===== src/rtl/divr_pkg.sv =====
// Package: shared defaults for the programmable clock divider.
// Assumes: ratio limits fit in DIV_W bits.
package divr_pkg;
    localparam int unsigned DIV_W  = 5;
    localparam int unsigned DIV_LO = 2;
    localparam int unsigned DIV_HI = 20;
endpackage


===== src/rtl/divr_ratio_reg.sv =====
// Module: holds the effective ratio. It clamps the request into [LO, HI] and
// loads it only at a period boundary or while the divider is held.
// Assumes: load_i comes high in the cycle in which the counter wraps.
module divr_ratio_reg #(
    parameter int unsigned W  = divr_pkg::DIV_W,
    parameter int unsigned LO = divr_pkg::DIV_LO,
    parameter int unsigned HI = divr_pkg::DIV_HI
) (
    input  logic         clk,
    input  logic         rst_n,
    input  logic [W-1:0] req_i,
    input  logic         load_i,
    output logic [W-1:0] ratio_o
);
    localparam logic [W-1:0] LO_V = W'(LO);
    localparam logic [W-1:0] HI_V = W'(HI);

    logic [W-1:0] clamped;

    // Clamp the requested ratio to the legal range.
    always_comb begin
        if (req_i < LO_V)      clamped = LO_V;
        else if (req_i > HI_V) clamped = HI_V;
        else                   clamped = req_i;
    end

    // Take the clamped request during reset or at a period boundary.
    always_ff @(posedge clk) begin
        if (!rst_n || load_i) ratio_o <= clamped;
    end

    p_ratio_legal_r1: assert property (@(posedge clk) disable iff (!rst_n)
        (ratio_o >= LO_V) && (ratio_o <= HI_V));

    p_ratio_hold_r5: assert property (@(posedge clk) disable iff (!rst_n)
        !load_i |=> $stable(ratio_o));
endmodule


===== src/rtl/divr_phase_cnt.sv =====
// Module: rising-edge period counter. Each period has a low phase of
// ratio - floor(ratio/2) cycles, then a high phase of floor(ratio/2) cycles.
// Assumes: ratio_i >= 2 and ratio_i changes only at the wrap edge.
module divr_phase_cnt #(
    parameter int unsigned W = divr_pkg::DIV_W
) (
    input  logic         clk,
    input  logic         rst_n,
    input  logic         run_i,
    input  logic [W-1:0] ratio_i,
    output logic         pos_o,
    output logic         load_o
);
    logic [W-1:0] cnt;
    logic [W-1:0] cnt_inc;
    logic [W-1:0] rise_at;
    logic         wrap;

    assign cnt_inc = cnt + W'(1);
    assign rise_at = ratio_i - (ratio_i >> 1);
    assign wrap    = (cnt == ratio_i - W'(1));
    assign load_o  = wrap | ~run_i;

    // Advance the count and register the high phase aligned to it.
    always_ff @(posedge clk) begin
        if (!rst_n || !run_i) begin
            cnt   <= '0;
            pos_o <= 1'b0;
        end else if (wrap) begin
            cnt   <= '0;
            pos_o <= 1'b0;
        end else begin
            cnt   <= cnt_inc;
            pos_o <= (cnt_inc >= rise_at);
        end
    end

    p_cnt_range_r2: assert property (@(posedge clk) disable iff (!rst_n)
        cnt < ratio_i);

    p_low_after_wrap_r3: assert property (@(posedge clk) disable iff (!rst_n)
        wrap |=> !pos_o);

    p_quiet_when_off_r7: assert property (@(posedge clk) disable iff (!rst_n)
        !run_i |=> (!pos_o && cnt == '0));
endmodule


===== src/rtl/divr_half_ext.sv =====
// Module: falling-edge copy of the high phase. It is ORed in for odd ratios
// so the high phase gains half a source cycle.
// Assumes: odd_i changes only on rising edges.
module divr_half_ext (
    input  logic clk,
    input  logic rst_n,
    input  logic run_i,
    input  logic odd_i,
    input  logic pos_i,
    output logic clk_div_o
);
    logic neg_q;

    // Capture the high phase half a cycle late, only for odd ratios.
    always_ff @(negedge clk) begin
        if (!rst_n) neg_q <= 1'b0;
        else        neg_q <= pos_i & odd_i & run_i;
    end

    assign clk_div_o = pos_i | neg_q;

    p_ext_odd_only_r4: assert property (@(posedge clk) disable iff (!rst_n)
        neg_q |-> odd_i);
endmodule


===== src/rtl/prog_clk_div.sv =====
// Module: top of the programmable output divider. It holds the ratio, the
// period counter and the odd-ratio stage, then selects bypass and gates
// power-down.
// Assumes: clk_src is the divider's only clock; ref_clk is used only as data
// through the bypass select.
module prog_clk_div #(
    parameter int unsigned W  = divr_pkg::DIV_W,
    parameter int unsigned LO = divr_pkg::DIV_LO,
    parameter int unsigned HI = divr_pkg::DIV_HI
) (
    input  logic         clk_src,
    input  logic         ref_clk,
    input  logic         rst_n,
    input  logic [W-1:0] div_ratio,
    input  logic         bypass,
    input  logic         pd_n,
    output logic         clk_o,
    output logic         clk_oe
);
    logic [W-1:0] ratio;
    logic         pos_q;
    logic         load;
    logic         clk_div;

    divr_ratio_reg #(.W(W), .LO(LO), .HI(HI)) i_ratio (
        .clk(clk_src), .rst_n(rst_n), .req_i(div_ratio),
        .load_i(load), .ratio_o(ratio)
    );

    divr_phase_cnt #(.W(W)) i_cnt (
        .clk(clk_src), .rst_n(rst_n), .run_i(pd_n), .ratio_i(ratio),
        .pos_o(pos_q), .load_o(load)
    );

    divr_half_ext i_ext (
        .clk(clk_src), .rst_n(rst_n), .run_i(pd_n), .odd_i(ratio[0]),
        .pos_i(pos_q), .clk_div_o(clk_div)
    );

    // Select the output source and gate it with power-down.
    always_comb begin
        clk_oe = pd_n;
        clk_o  = pd_n & (bypass ? ref_clk : clk_div);
    end
endmodule


===== config.mk =====
export PLATFORM = sky130hd
export DESIGN_NAME = prog_clk_div
export DESIGN_NICKNAME = d
export VERILOG_FILES = /design/src/rtl/divr_pkg.sv /design/src/rtl/divr_ratio_reg.sv /design/src/rtl/divr_phase_cnt.sv /design/src/rtl/divr_half_ext.sv /design/src/rtl/prog_clk_div.sv
export SDC_FILE = /design/constraint.sdc
export NUM_CORES = 1
export LEC_CHECK = 0
export ABC_AREA = 0
export ABC_CLOCK_PERIOD_IN_PS = 2900
export BUFFER_PORTS_ARGS = -buffer_cell sky130_fd_sc_hd__buf_2
export CAP_MARGIN = 20
export CORE_UTILIZATION = 55
export DETAILED_ROUTE_END_ITERATION = 8
export PLACE_DENSITY_LB_ADDON = 0.3
export REMOVE_ABC_BUFFERS = 1
export SLEW_MARGIN = 20
export SYNTH_ARGS = -nofsm -noshare
export SYNTH_HDL_FRONTEND = slang
export SYNTH_SLANG_ARGS = --single-unit

===== constraint.sdc =====
create_clock -name clk_src -period 2.9 [get_ports clk_src]
set_input_delay 0 -clock clk_src [delete_from_list [all_inputs] [get_ports clk_src]]
set_output_delay 0 -clock clk_src [all_outputs]
set_load 0.02 [all_outputs]

# After elaboration in Yosys (flattened, before gate mapping)
# Cells that the tools add are included.
# op_classes
n_addsub,3
n_lt_le_gt_ge,3
n_eq_ne,1
mux,2
bitwise_logic,6
n_reduce_logical,6
# op_table
op,count
"5-bit by 1-bit adder with 5-bit output, second input constant",1
5-bit == test,1
5-bit >= comparator,1
"5-bit > comparator, second input constant",1
"5-bit by 2-bit < comparator with 1-bit output, second input constant",1
5-bit 2-to-1 mux,1
"5-bit by 1-bit subtractor with 5-bit output, second input constant",1
5-bit by 4-bit subtractor with 5-bit output,1
2-bit OR reduction,2
1-bit bitwise AND,3
1-bit zero test,2
1-bit logical OR,2
1-bit OR,2
1-bit 2-to-1 mux,1
1-bit NOT,1
# totals
register_bits,12
input_bits,10
word_cells,26

# Logic depth before layout (Yosys ltp)
# depth
depth_word,4
ltp_mapped,9

# Hierarchy
# A second synthesis with hierarchy kept.
# unflattened
hier_cells,86
area_unflattened_um2,888.4
# modules_own_cells
mod,n_inst,cells_each,area_each_um2
divr_phase_cnt,1,65,613.1
divr_ratio_reg,1,14,212.7
divr_half_ext,1,4,38.8
prog_clk_div,1,3,23.8

==> flow_summary.yaml <==
worst_setup_path:
  critPathRequiredTime_ps: 2900
  cp_cell_sequence: "o311a_1 > buf_2"
  crit_fanout: 1
  crit_path_top_delay_cell: "o311a_1"
  start_kind: "flop"
  crit_path_start: "i_ext.neg_q$_SDFF_NN0_"
  worstPathArrival_ps: 2570
  rr_worst_depth: 1
  cp-end-kind: "output port"
  cpPeakStageDelay_ps: 330
  rr_startpoint: "i_ratio.ratio_o[0]$_SDFFCE_PP0P_"
  crit_type: "reg -> out"
grt:
  busiest_layer: "met2"
  overflow: 0
  grt_pass1_wl_mm: 2.46
  antenna_found_initial: 0
  grt_pass1_vias: 621
  grt_start_max_net_pins: 12
  use_met3: 0.0739
  met2_usage: 0.347
  grtUsageMet1: 0.199
  grt_usage: 0.193
pwr:
  power.density_nw_per_um2: 443
  combPwrFrac: 0.274
  p_int_w: 0.000294
  p_leak_nw: 0.476
  switching_power_w: 0.000138
  p_seq_frac: 0.451
  power.share.clock: 0.275
  switching_share: 0.319
  peakVddDrop_uv: 266
synthesis:
  yosysWarningCount: 0
  synth.avg_cell_area_sq_um: 10.4
  synth.cell_area_sq_um: 866
  yosysTopAreaCell: "ha_1"
  synthTopCellsByArea: "ha_1 20%, edfxtp_1 17%, dfxtp_1 16%, xnor2_1 8.1%, xor2_1 4.0%"
  seq_area_frac_synth: 0.335
  synth.top_cell.area_share: 0.202
  ys_ff_latch: 12
  syn_inst: 83
  yosysUniqueCellTypes: 25
floorplan:
  row_count: 13
  die_x_um: 41.7
  ioPinCount: 12
  initial_core_util: 0.626
  dieArea_sq_um: 1740
  coreArea_sq_um: 1380
  chipHeight_um: 41.7
cts:
  root_buffer: "clkbuf_4"
  htree_levels: 1
  cts_buffers: 3
  clk_pin_slew_ps: 80
  clock_path_buffers: 2
  cts_tree: "yes"
  clkLatencyLatePin_ps: 340
  clock_sinks: 12
sta:
  finalClockSkew_ps: 51.0
  slew_viol_final: 0
  slew_headroom: 0.605
  setup_viol: 0
  worst_pin_slew_ps: 592
  hold_violations: 0
  setup_tns_ps: 0
  rsz0062_at_grt: "false"
detailed_routing:
  ant_nets: 0
  vias_per_cell: 5.34
  remaining_drc_errors: 0
  routed_wl_mm: 1.49
  initialDrtViolationCount: 11
  routedWlPerCell_um: 13.2
  drt_pass1_iterations: 4
  num_vias: 603
place:
  gp_congestion: 0.762
  dpl_cell_area_sq_um: 928
  io_buffers: 11
  hpwl_mm: 1.19
finish:
  syn_to_final_growth_pct: 12.6
  stdcell_area_sq_um: 975
  fin_nets: 124
  diodes: 0
  drive_above_1_share: 0.153
hold_path:
  hp-class: "in -> reg"
  holdCritStartpoint: "div_ratio[3]"
  min_path_cells: 2
run_status:
  status: "complete, no violations"
run:
  maxCapViolations: 0
## worst max-delay path: cells and delay by family, from the launching register on
| kind | cells | cell delay, ps |
|---|---|---|
| compound gates | 1 | 330 |
| flops | 1 | 290 |
| buf+inv | 1 | 160 |
## routing by layer
layer / routed length, um / part of all wire / vias to the layer above
met3: 77 / 0.052 / 5
met4: 32 / 0.022 / 0
li1: - / - / 312
met2: 727 / 0.49 / 17
met1: 649 / 0.44 / 269
met5: 0 / 0 / -
## Yosys cell counts
library cell	number
a21boi_1	1
a21o_1	1
a21oi_1	4
and4_1	1
buf_4	1
clkbuf_1	1
dfxtp_1	7
edfxtp_1	5
fa_1	1
ha_1	14
inv_1	8
maj3_1	1
nand2_1	3
nand2b_1	1
nand3_1	4
nor2_1	6
nor2b_1	5
o211a_1	1
o21ai_0	1
o21bai_1	2
o311a_1	1
o311ai_4	1
xnor2_1	8
xnor3_1	1
xor2_1	4
## cell usage in the layout (no fill, tap or decap)
cell and n:
o21ai_0 1, nor2b_1 5, o211a_1 1, edfxtp_1 5, nand2_1 3, nand2b_1 1
xnor2_1 8, a21oi_1 4, xor2_1 4, dlygate4sd3_1 2, nor2_1 6, ha_1 14
fa_1 1, o311a_1 1, clkbuf_4 3, a21o_1 1, and4_1 1, buf_2 11
o311ai_4 1, inv_1 8, maj3_1 1, clkinv_1 1, dfxtp_1 7, nand3_1 4
o21bai_1 2, a21boi_1 1, xnor3_1 1
## final cells by class
cell class                      count  area [sq um]
Fill cell                         115           408
Sequential cell                    12           290
Tap cell                           15          18.8
Timing Repair Buffer               13          75.1
Clock inverter                      2          7.51
Inverter                            7          26.3
Multi-Input combinational cell     61           534
Clock buffer                        3          22.5
## logic make-up after synthesis
family | after synthesis | synth area share
adders and majority gates | 16 | 0.237
and+or+nand+nor | 20 | 0.116
AOI/OAI and AO/OA | 12 | 0.117
DFF | 12 | 0.335
xor gates and xnor gates | 13 | 0.147
buffers and inverters | 10 | 0.0477
## per-stage QoR
stage / hold WS (ps) / total power (W) / worst slack [ps] / utilization / std cells
finish: 26.5 / 0.000432 / 328 / 0.705 / 113
global route: 31.0 / 0.000457 / 289 / 0.705 / 113
CTS: 31.1 / 0.000434 / 317 / 0.705 / 113
detailed placement: 246 / 0.000320 / 667 / 0.671 / 107
global placement: 240 / 0.000314 / 696 / 0.671 / 107
floorplan: 0 / 0.000288 / 726 / - / 81
## timing repair
action	in CTS	in global routing
gates resized for setup	0	0
hold buffers	2	0
buffers inserted	0	0
endpoints found under the hold margin	2	0
## power by group through the flow
stage,combinational [W],clock [W],sequential (W)
floorplan,0.0000873,0.00000432,0.000196
detailed placement,0.000117,0.00000432,0.000199
global route,0.000133,0.000127,0.000197
CTS,0.000119,0.000120,0.000195
finish,0.000118,0.000119,0.000195
global placement,0.000111,0.00000432,0.000198
## state kept, by name, indices dropped and copies added, names as in the netlist
register	count
i_ratio.ratio_o	5
i_ext.neg_q	1
i_cnt.cnt	5
i_cnt.pos_o	1
## path summary, 6_finish.rpt
| path | end | slack [ps] |
|---|---|---|
| setup / recovery | clk_o | 330 |
| hold / removal | i_ratio.ratio_o[2]$_SDFFCE_PP0P_ | 30 |
| setup reg to reg | i_ext.neg_q$_SDFF_NN0_ | 720 |
| hold reg to reg | i_cnt.cnt[0]$_SDFF_PP0_ | 510 |
No activity file was read; power rests on OpenSTA's default activity.
